--- config.mk ---
export PLATFORM = sky130hd
export DESIGN_NAME = cycle_break_match
export DESIGN_NICKNAME = d
export VERILOG_FILES = /design/src/rtl/cbm_pkg.sv /design/src/rtl/cbm_ctrl.sv /design/src/rtl/cbm_datapath.sv /design/src/rtl/cycle_break_match.sv
export SDC_FILE = /design/constraint.sdc
export NUM_CORES = 1
export LEC_CHECK = 0
export BUFFER_PORTS_ARGS = -buffer_cell sky130_fd_sc_hd__buf_2
export CAP_MARGIN = 20
export CELL_PAD_IN_SITES_DETAIL_PLACEMENT = 1
export CELL_PAD_IN_SITES_GLOBAL_PLACEMENT = 2
export CORE_MARGIN = 4
export CORE_UTILIZATION = 17
export DETAILED_ROUTE_END_ITERATION = 16
export GPL_TIMING_DRIVEN = 0
export PLACE_DENSITY_LB_ADDON = 0.1
export SYNTH_ARGS = -nofsm -noshare
export SYNTH_HDL_FRONTEND = slang
export SYNTH_SLANG_ARGS = --single-unit
export TNS_END_PERCENT = 20
--- constraint.sdc ---
create_clock -name clk -period 4.8 [get_ports clk]
set_clock_uncertainty 0.1 [all_clocks]
set_input_delay 1.44 -clock clk [delete_from_list [all_inputs] [get_ports clk]]
set_output_delay 1.44 -clock clk [all_outputs]
set_load 0.03 [all_outputs]
--- src/rtl/cbm_pkg.sv ---
package cbm_pkg;
  localparam int ADDR_W = 32;
  localparam int DATA_W = 32;
  localparam int NUM_CH = 2;
  localparam int HALF_W = DATA_W / 2;
  localparam int BYTE_W = 8;

  typedef enum logic [1:0] {
    SZ_BYTE = 2'd0,
    SZ_WORD = 2'd1,
    SZ_LONG = 2'd2,
    SZ_ANY  = 2'd3
  } sizeCode_e;

  typedef struct packed {
    logic [NUM_CH-1:0] arm;
    logic              dataCheck;
    logic              isLong;
    logic              isWord;
    logic              isByte;
  } ctlStrobe_t;
endpackage

--- src/rtl/cbm_ctrl.sv ---
module cbm_ctrl
  import cbm_pkg::*;
(
  input  logic                   busValid,
  input  logic                   busFetch,
  input  logic [1:0]             busSize,
  input  logic [NUM_CH-1:0][1:0] kindSel,
  input  logic [NUM_CH-1:0][1:0] sizeSel,
  input  logic                   dataEn,
  output ctlStrobe_t             strobe
);
  logic sizeLegal;
  logic [NUM_CH-1:0] kindOk;
  logic [NUM_CH-1:0] sizeOk;

  assign sizeLegal = (busSize != SZ_ANY);

  for (genvar c = 0; c < NUM_CH; c++) begin : g_chan
    assign kindOk[c] = busFetch ? kindSel[c][0] : kindSel[c][1];
    assign sizeOk[c] = (sizeSel[c] == SZ_ANY) || (sizeSel[c] == busSize);
  end

  always_comb begin
    strobe.isLong    = (busSize == SZ_LONG);
    strobe.isWord    = (busSize == SZ_WORD);
    strobe.isByte    = (busSize == SZ_BYTE);
    strobe.dataCheck = dataEn & ~busFetch;
    strobe.arm       = kindOk & sizeOk & {NUM_CH{busValid & sizeLegal}};
  end
endmodule

--- src/rtl/cbm_datapath.sv ---
module cbm_datapath
  import cbm_pkg::*;
(
  input  logic                          clk,
  input  logic                          rst,
  input  ctlStrobe_t                    strobe,
  input  logic [ADDR_W-1:0]             busAddr,
  input  logic [DATA_W-1:0]             busData,
  input  logic [NUM_CH-1:0][ADDR_W-1:0] chAddr,
  input  logic [DATA_W-1:0]             cmpData,
  input  logic [DATA_W-1:0]             cmpMask,
  output logic [NUM_CH-1:0]             brkPulse
);
  logic [ADDR_W-1:0] careMask;
  logic [NUM_CH-1:0] addrHit;
  logic [NUM_CH-1:0] fire;
  logic [BYTE_W-1:0] byteLane;
  logic [HALF_W-1:0] wordLane;
  logic              dataHit;

  // low address bits drop out of the compare as the access widens
  assign careMask = {{(ADDR_W-2){1'b1}}, ~strobe.isLong, strobe.isByte};

  always_comb begin
    case (busAddr[1:0])
      2'd0:    byteLane = busData[31:24];
      2'd1:    byteLane = busData[23:16];
      2'd2:    byteLane = busData[15:8];
      default: byteLane = busData[7:0];
    endcase
    wordLane = busAddr[1] ? busData[HALF_W-1:0] : busData[DATA_W-1:HALF_W];
  end

  always_comb begin
    if (strobe.isLong)
      dataHit = ((busData ^ cmpData) & ~cmpMask) == '0;
    else if (strobe.isWord)
      dataHit = ((wordLane ^ cmpData[HALF_W-1:0]) & ~cmpMask[HALF_W-1:0]) == '0;
    else if (strobe.isByte)
      dataHit = ((byteLane ^ cmpData[BYTE_W-1:0]) & ~cmpMask[BYTE_W-1:0]) == '0;
    else
      dataHit = 1'b0;
  end

  for (genvar c = 0; c < NUM_CH; c++) begin : g_cmp
    assign addrHit[c] = ((busAddr ^ chAddr[c]) & careMask) == '0;
    if (c == NUM_CH - 1) begin : g_dataChan
      assign fire[c] = strobe.arm[c] & addrHit[c] & (~strobe.dataCheck | dataHit);
    end else begin : g_addrChan
      assign fire[c] = strobe.arm[c] & addrHit[c];
    end
  end

  always_ff @(posedge clk) begin
    if (rst) brkPulse <= '0;
    else     brkPulse <= fire;
  end
endmodule

--- src/rtl/cycle_break_match.sv ---
module cycle_break_match
  import cbm_pkg::*;
(
  input  logic              clk,
  input  logic              rst,
  input  logic              busValid,
  input  logic              busFetch,
  input  logic [1:0]        busSize,
  input  logic [ADDR_W-1:0] busAddr,
  input  logic [DATA_W-1:0] busData,
  input  logic [ADDR_W-1:0] ch0Addr,
  input  logic [1:0]        ch0Kind,
  input  logic [1:0]        ch0Size,
  input  logic [ADDR_W-1:0] ch1Addr,
  input  logic [1:0]        ch1Kind,
  input  logic [1:0]        ch1Size,
  input  logic              ch1DataEn,
  input  logic [DATA_W-1:0] ch1Data,
  input  logic [DATA_W-1:0] ch1Mask,
  output logic [NUM_CH-1:0] brkPulse
);
  ctlStrobe_t strobe;

  cbm_ctrl u_ctrl (
    .busValid (busValid),
    .busFetch (busFetch),
    .busSize  (busSize),
    .kindSel  ({ch1Kind, ch0Kind}),
    .sizeSel  ({ch1Size, ch0Size}),
    .dataEn   (ch1DataEn),
    .strobe   (strobe)
  );

  cbm_datapath u_dp (
    .clk      (clk),
    .rst      (rst),
    .strobe   (strobe),
    .busAddr  (busAddr),
    .busData  (busData),
    .chAddr   ({ch1Addr, ch0Addr}),
    .cmpData  (ch1Data),
    .cmpMask  (ch1Mask),
    .brkPulse (brkPulse)
  );
endmodule

# After elaboration in Yosys (flattened, before gate mapping)
# Cells that the tools add are included.
dict set report totals {
  regBits 2
  in_bits 207
  output_inout_bits 2
}
dict set report classes {
  n_eq_ne 9
  muxes 7
  bitwise 24
  n_reduce_logical 9
}
# operator count
set ops {}
lappend ops {{bitwise AND 32 bit} 3}
lappend ops {{logical NOT 32 bit} 3}
lappend ops {{XOR 32 bit} 3}
lappend ops {{NOT 32 bit} 1}
lappend ops {{case mux 8 bit (3 select lines)} 1}
lappend ops {{bitwise AND 16 bit} 1}
lappend ops {{logical NOT 16 bit} 1}
lappend ops {{two-way mux 16 bit} 1}
lappend ops {{NOT 16 bit} 1}
lappend ops {{XOR 16 bit} 1}
lappend ops {{bitwise AND 8 bit} 1}
lappend ops {{equality test 2 bit (second input constant)} 4}
lappend ops {{logical NOT 8 bit} 1}
lappend ops {{NOT 8 bit} 1}
lappend ops {{XOR 8 bit} 1}
lappend ops {{bitwise AND 1 bit} 5}
lappend ops {{two-way mux 1 bit} 5}
lappend ops {{bitwise AND 2 bit} 2}
lappend ops {{equality test 2 x 1 -> 1 bit (second input constant)} 2}
lappend ops {{equality test 2 bit} 2}
lappend ops {{logical NOT 2 bit} 2}
lappend ops {{NOT 1 bit} 3}
lappend ops {{logical OR 1 bit} 2}
lappend ops {{!= test 2 bit (second input constant)} 1}
lappend ops {{bitwise OR 1 bit} 1}

# Longest topological paths before layout
# Gate-level depths: netlist of run 1.
dict set report logic_depth {
  word_depth 10
  mapped_depth 7
  depth_no_buf 6
}

# By module
# Synthesis of run 1 repeated with hierarchy kept, for this count alone.
dict set report unflattened {
  hier_cells 236
  area_unflattened_um2 1873.0
}
# module instances cells_per_inst area_each_um2 seq_area_each_um2
set modules_own_cells {}
lappend modules_own_cells {cbm_datapath 1 218 1756.7 40.0}
lappend modules_own_cells {cbm_ctrl 1 18 116.4 0.0}

# Worst setup path after synthesis of run 1
# No wires, ideal clock.
dict set report synth_path {
  path_kind {input to register}
  from {in busAddr[0]}
  to {reg u_dp.brkPulse[1]}
  t_arrival_ps 2635
  slack_ps 1991
  cell_stages 7
  n_path_buf 1
  path_cell_list {buf_2 mux4_2 xnor2_1 o22ai_1 a21oi_1 nand4_1 a31oi_1}
}
dict set report synth_via {
  elab_chain_len 10
  elab_cells_between_ends 16
  cone_classes {2 x eq/ne; 4 x mux; 7 x bitwise; 3 x reduce/logical}
}
# element line
set synth_rtl {}
lappend synth_rtl {{from (decl)} cycle_break_match.sv:9} ;# input logic [ADDR_W-1:0] busAddr,
lappend synth_rtl {{equality test 2 bit (tied with other cells)} cbm_datapath.sv:25} ;# case (busAddr[1:0])
lappend synth_rtl {{case mux 8 bit (3 select lines)} cbm_datapath.sv:25}
lappend synth_rtl {{XOR 8 bit} cbm_datapath.sv:40} ;# dataHit = ((byteLane ^ cmpData[BYTE_W-1:0]) & ~cmpMask[BYTE_W-1:0]) == '0;
lappend synth_rtl {{bitwise AND 8 bit} cbm_datapath.sv:40}
lappend synth_rtl {{logical NOT 8 bit} cbm_datapath.sv:40}
lappend synth_rtl {{two-way mux 1 bit} cbm_datapath.sv:39} ;# else if (strobe.isByte)
lappend synth_rtl {{two-way mux 1 bit} cbm_datapath.sv:37} ;# else if (strobe.isWord)
lappend synth_rtl {{two-way mux 1 bit} cbm_datapath.sv:35} ;# if (strobe.isLong)
lappend synth_rtl {{bitwise OR 1 bit} cbm_datapath.sv:48} ;# assign fire[c] = strobe.arm[c] & addrHit[c] & (~strobe.dataCheck | dataHit);
lappend synth_rtl {{bitwise AND 1 bit *} cbm_datapath.sv:48}
lappend synth_rtl {{to (signal assigned)} cbm_datapath.sv:56} ;# else brkPulse <= fire;
lappend synth_rtl {{to (decl)} cbm_datapath.sv:12} ;# output logic [NUM_CH-1:0] brkPulse
# Mark *: on every way between the ends. The rest lies on a longest branch, timed or not.
# A chain may end at the register's enable or synchronous reset.

# Worst setup path after layout of run 1
dict set report layout_path {
  from {in busAddr[31]}
  to {reg u_dp.brkPulse[0]}
}
dict set report layout_via {
  elab_chain_len 4
}
# element line
set layout_rtl {}
lappend layout_rtl {{XOR 32 bit} cbm_datapath.sv:46} ;# assign addrHit[c] = ((busAddr ^ chAddr[c]) & careMask) == '0;
lappend layout_rtl {{bitwise AND 32 bit} cbm_datapath.sv:46}
lappend layout_rtl {{logical NOT 32 bit} cbm_datapath.sv:46}
lappend layout_rtl {{bitwise AND 1 bit} cbm_datapath.sv:50} ;# assign fire[c] = strobe.arm[c] & addrHit[c];
# No other way between the ends.

==> results of run 1 <==
==> stage by stage <==
| step | hold WS, ps | power, mW | util [%] | setup WS, ps | instances |
|---|---|---|---|---|---|
| 2_1_floorplan | 1520 | 0.157 | - | 1990 | 241 |
| 4_1_cts | 1480 | 0.373 | 28.8 | 1370 | 588 |
| 3_3_place_gp | 1690 | 0.300 | 28.4 | 1180 | 585 |
| 6_report | 1470 | 0.364 | 28.8 | 1420 | 588 |
| 5_1_grt | 1490 | 0.399 | 28.8 | 1400 | 588 |
| 3_5_place_dp | 1690 | 0.302 | 28.4 | 1140 | 585 |
==> Yosys cell counts <==
library cell / instances / share of area (%)
o311a_1: 1 / 0.53
nand2b_1: 1 / 0.33
a211oi_1: 2 / 0.79
nand3_1: 3 / 0.79
o31ai_1: 1 / 0.40
mux4_2: 2 / 2.4
nor4b_2: 1 / 0.79
dfxtp_1: 2 / 2.1
o2111ai_1: 4 / 1.8
o21ai_0: 2 / 0.53
xnor2_1: 70 / 32
inv_1: 6 / 1.2
o22a_1: 1 / 0.46
nor4_2: 1 / 0.66
nor4_1: 10 / 3.3
a21oi_1: 2 / 0.53
nand2_1: 3 / 0.59
buf_2: 3 / 0.79
mux2i_1: 17 / 9.0
nand4_1: 9 / 3.0
clkbuf_1: 1 / 0.20
nor2_1: 16 / 3.2
o311ai_0: 1 / 0.46
or2_2: 1 / 0.33
o22ai_1: 24 / 7.9
o211ai_1: 1 / 0.40
a31oi_1: 1 / 0.33
xor2_1: 50 / 23
a2111oi_0: 1 / 0.46
nor3_1: 2 / 0.53
buf_6: 1 / 0.59
o221ai_1: 1 / 0.46
==> routing by layer <==
metal,wire length [um],vias up
met5,0,-
met4,41,0
met3,764,4
met2,5210,99
met1,4060,1120
li1,-,1288
==> power groups by stage <==
stage | Combinational (mW) | Sequential [mW] | Clock [mW]
after detailed placement | 0.285 | 0.0170 | 0
after CTS | 0.287 | 0.0168 | 0.0689
after floorplan | 0.140 | 0.0170 | 0
final | 0.281 | 0.0168 | 0.0666
after global routing | 0.313 | 0.0168 | 0.0691
after global placement | 0.283 | 0.0170 | 0
==> cell families (layout without fill, tap and decap cells) <==
family | after synthesis | after routing
compound gates | 42 | 42
flops | 2 | 2
xor+xnor | 120 | 120
buf+inv | 11 | 218
mux | 19 | 19
simple gates | 47 | 47
==> cell type report <==
cell class / instances / share of cell area [%]
multi-input combinational: 228 / 57.6
timing repair buffer: 204 / 32.5
tap: 140 / 5.58
clock buffer: 3 / 1.32
sequential: 2 / 1.28
buffer: 5 / 0.957
inverter: 6 / 0.718
==> worst paths after layout <==
path,end,slack [ps],cells past startpoint,startpoint
max,u_dp.brkPulse[0],1420,7,busAddr[31]
min,u_dp.brkPulse[0],1470,4,ch0Addr[3]
==> flow_summary.json, run 1 <==
{
  "crit_path_max_fanout": 2,
  "final_nets": 657,
  "die_area_sq_um": 12900,
  "grtUsageMet1_pct": 17.7,
  "status": "finished clean",
  "reg_top3": "u_dp.brkPulse: 2 flops",
  "grtUsageMet3_pct": 2.81,
  "period_share_pct": 70.5,
  "filler_cell_count": 1408,
  "antenna_found_initial": 0,
  "grt_pass1_vias": 2864,
  "cts_setup_buffers": 0,
  "yosys.area_share.adder_pct": 0,
  "power_frac_seq_pct": 4.6,
  "power_density_nw_per_um2": 116,
  "cap_violations": 0,
  "dr_total_vias": 2511,
  "drcViolationCount": 0,
  "setup_viol": 0,
  "yosys.area_share.simple_pct": 13.4,
  "ys.warnings.count": 0,
  "p_leak_nw": 1.47,
  "path_class": "input port to register",
  "dieHeight_um": 114,
  "grt_util_all_layers_pct": 14.8,
  "path_cells": "buf_2 > xor2_1 > nor4_1 > o2111ai_1 > nor4b_2 > o2111ai_1 > nor4_1",
  "cts-resized-gates": 0,
  "fin_setup_tns_ps": 0,
  "pwr-share-comb_pct": 77.1,
  "top_usage_layer": "met2",
  "synth_top_family_by_area": "XOR/XNOR gates",
  "cpMaxStageDelayCell": "nor4_1",
  "synth.avg_cell_area_sq_um": 7.89,
  "peakVddDrop_mv": 0.0893,
  "dieWidth_um": 114,
  "yosys_register_bits": 2,
  "io_buffers": 204,
  "placeableCoreArea_sq_um": 10900,
  "rsz0062_at_grt": "no",
  "ctsHoldBuffers": 0,
  "regArea_sq_um": 40.0,
  "largest_reg_flops": 2,
  "cts_tree": "yes",
  "synth_mux_area_share_pct": 11.3,
  "synthesis.area_sq_um": 1900,
  "clock.fmax_ghz": 0.296,
  "postLayoutCellArea_sq_um": 3140,
  "ys_seq_area_share_pct": 2.11,
  "p_sw_uw": 145,
  "post-dp-hpwl_mm": 9.51,
  "path_clk_slew_ps": 30,
  "crit_buf_inv": 1,
  "layout_common_cells": "207 x buf_2, 70 x xnor2_1, 50 x xor2_1",
  "required_ps": 4780,
  "intPower_uw": 219,
  "tightest_slew_ps": 617,
  "clockBufferDepth": 2,
  "max_slew_margin_pct": 58.5,
  "synth_compound_area_share_pct": 15.1,
  "path_delay_family": "simple AND/OR/NAND/NOR gates",
  "drv_slew": 0,
  "swShare_pct": 39.8,
  "overflow": 0,
  "synthXorXnorAreaFrac_pct": 55.3,
  "period_needed_ps": 3380,
  "vias_per_cell": 4.27,
  "layout_commonest_cell": "buf_2",
  "place_area_sq_um": 3100,
  "critPathArrivalTime_ps": 3360,
  "timing_hold_violations_final": 0,
  "postSynthCellCount": 241,
  "grt_max_degree": 11,
  "area_growth_pct": 65.1,
  "top_register": "u_dp.brkPulse",
  "drive_gt1_share_pct": 48.2,
  "ys_types": 32,
  "wl_per_cell_um": 17.1,
  "htreeDepth": 1,
  "drt-pass1-iter-count": 4,
  "grt_pass1_wl_mm": 14.9,
  "multi_input_area_sq_um": 1810,
  "cpPeakStageDelay_ps": 570,
  "start_util_pct": 17.5,
  "worstHoldPathType": "input port to register",
  "cp-end-kind": "register",
  "pwr-share-clk_pct": 18.3,
  "synth_fp_nets": 448,
  "gp_congestion": 0.796,
  "ant_nets": 0,
  "num_io_pins": 209,
  "clock-sinks": 2,
  "diodes": 0,
  "globalRouteMet2Util_pct": 28.1,
  "crit_path_start_kind": "input port",
  "num_rows": 38,
  "cts_buffers": 3,
  "cts-root-buf": "clkbuf_8",
  "wl_mm": 10.1,
  "drt_iter0_drc": 43
}
Power figures use the tool's default switching activity.
==> inputs of run 2 (changes only) <==
--- a/config.mk
+++ b/config.mk
@@ -10,7 +10,7 @@
 export CELL_PAD_IN_SITES_DETAIL_PLACEMENT = 1
 export CELL_PAD_IN_SITES_GLOBAL_PLACEMENT = 2
 export CORE_MARGIN = 4
-export CORE_UTILIZATION = 17
+export CORE_UTILIZATION = 14
 export DETAILED_ROUTE_END_ITERATION = 16
 export GPL_TIMING_DRIVEN = 0
 export PLACE_DENSITY_LB_ADDON = 0.1
==> constraint.sdc (replaced) <==
create_clock -name clk -period 3 [get_ports clk]
set_clock_uncertainty 0.1 [all_clocks]
set_input_delay 0.9 -clock clk [delete_from_list [all_inputs] [get_ports clk]]
set_output_delay 0.9 -clock clk [all_outputs]
set_load 0.03 [all_outputs]
==> run 2 against run 1 <==
Effect of this change:
- critical path depth unchanged
- design area up 2.6%
- non-clock buffer count unchanged
- wire length up 5.2%
- sequential share of layout area about the same
- final cell count up 6.3%
- critical endpoint is now u_dp.brkPulse[1]
- highest routed layer is now met5
==> flow_summary.json, run 2 (synthesis results as in run 1) <==
{
  "fin_setup_tns_ps": 0,
  "period_share_pct": 85.6,
  "cp-end-kind": "register",
  "start_util_pct": 14.4,
  "grt_pass1_vias": 2855,
  "cap_violations": 0,
  "layout.cells.non_filler": 625,
  "num_io_pins": 209,
  "antenna_found_initial": 2,
  "hold_depth": 4,
  "max_slew_margin_pct": 67.4,
  "cts-root-buf": "clkbuf_16",
  "dieWidth_um": 125,
  "cts_buffers": 3,
  "crit_path_max_fanout": 2,
  "ant_nets": 0,
  "clockBufferDepth": 2,
  "critPathArrivalTime_ps": 2600,
  "ctsHoldBuffers": 0,
  "largest_reg_flops": 2,
  "cts_tree": "yes",
  "cts-resized-gates": 0,
  "power_density_nw_per_um2": 210,
  "drive_gt1_share_pct": 48.2,
  "status": "finished clean",
  "timing_hold_violations_final": 0,
  "dieHeight_um": 125,
  "drt-pass1-iter-count": 4,
  "path_clk_slew_ps": 30,
  "gp_congestion": 0.775,
  "top_usage_layer": "met2",
  "grt_util_all_layers_pct": 13.1,
  "drt_iter0_drc": 41,
  "drv_slew": 0,
  "setup_viol": 0,
  "grtUsageMet1_pct": 14.5,
  "crit_path_start_kind": "input port",
  "overflow": 0,
  "htreeDepth": 1,
  "grt_max_degree": 11,
  "worstHoldStart": "ch0Addr[6]",
  "grtUsageMet3_pct": 5.10,
  "path_class": "input port to register",
  "layout_common_cells": "207 x buf_2, 70 x xnor2_1, 50 x xor2_1",
  "post-dp-hpwl_mm": 9.95,
  "die_area_sq_um": 15500,
  "clock-sinks": 2,
  "num_rows": 42,
  "wl_per_cell_um": 17.0,
  "placeableCoreArea_sq_um": 13200,
  "layout_commonest_cell": "buf_2",
  "period_needed_ps": 2570,
  "wl_mm": 10.6,
  "holdPathEnd": "u_dp.brkPulse[0]",
  "final_nets": 657,
  "peakVddDrop_mv": 0.193,
  "filler_cell_count": 1702,
  "globalRouteMet2Util_pct": 24.8,
  "top_register": "u_dp.brkPulse",
  "rsz0062_at_grt": "no",
  "p_leak_nw": 1.48,
  "clock.fmax_ghz": 0.390,
  "grt_pass1_wl_mm": 16.0,
  "drcViolationCount": 0,
  "tightest_slew_ps": 484,
  "area_growth_pct": 69.4,
  "required_ps": 3040,
  "cts_setup_buffers": 0,
  "reg_top3": "u_dp.brkPulse: 2 flops",
  "dr_total_vias": 2548,
  "dpl.cell_count": 621,
  "worstHoldPathType": "input port to register",
  "io_buffers": 204,
  "vias_per_cell": 4.08
}
## run 2: cell count changes in the layout (fill, tap and decap cells not counted), sizes merged
| cell | previous run | this run |
|---|---|---|
| diode | 0 | 1 |
## run 2: area by class of cell
class | instances | area, sq um | share of cell area, %
plain buffers | 5 | 30.0 | 0.933
diodes | 1 | 2.50 | 0.0777
multi-input cells | 228 | 1810 | 56.2
flip-flops and latches | 2 | 40.0 | 1.24
well taps | 176 | 220 | 6.84
repair buffers | 204 | 1020 | 31.7
clock buffers | 3 | 75.1 | 2.33
inverters | 6 | 22.5 | 0.700
## run 2: where the power goes
part	switching (mW)	internal (mW)	total, mW
clock network	0.0280	0.169	0.197
registers	0.00000000000126	0.0268	0.0268
logic	0.214	0.239	0.453
total	0.242	0.435	0.677
## run 2: metal layers
layer	vias to the layer above	wire [um]
met5	-	12
met1	1138	4150
li1	1290	-
met4	2	3
met2	116	5440
met3	2	982
## run 2: critical path: stages
cell       delay [ps]
buf_2             120
xor2_1            150
nor4_1            420
nand3_1           180
nor4_1            440
o2111ai_1         200
a31oi_1           200
## run 2: per-stage QoR
step                      setup slack, ps  util (%)  power (mW)  instance area [sq um]  hold WS [ps]
after CTS                             324      24.3       0.691                   3220           903
after detailed placement              155      23.7       0.489                   3140          1120
final                                 433      24.3       0.677                   3220           900
after floorplan                       731         -       0.251                   1900           982
after global placement                135      23.7       0.485                   3140          1130
after global routing                  148      24.3       0.735                   3220           917
## run 2: worst max-delay path by stage
stage,from,to,slack (ps)
2_1_floorplan,busAddr[0],u_dp.brkPulse[1],730
3_3_place_gp,ch0Addr[31],u_dp.brkPulse[0],140
3_5_place_dp,busAddr[31],u_dp.brkPulse[0],160
4_1_cts,busAddr[31],u_dp.brkPulse[0],320
5_1_grt,busAddr[31],u_dp.brkPulse[0],150
6_report,busAddr[19],u_dp.brkPulse[1],430
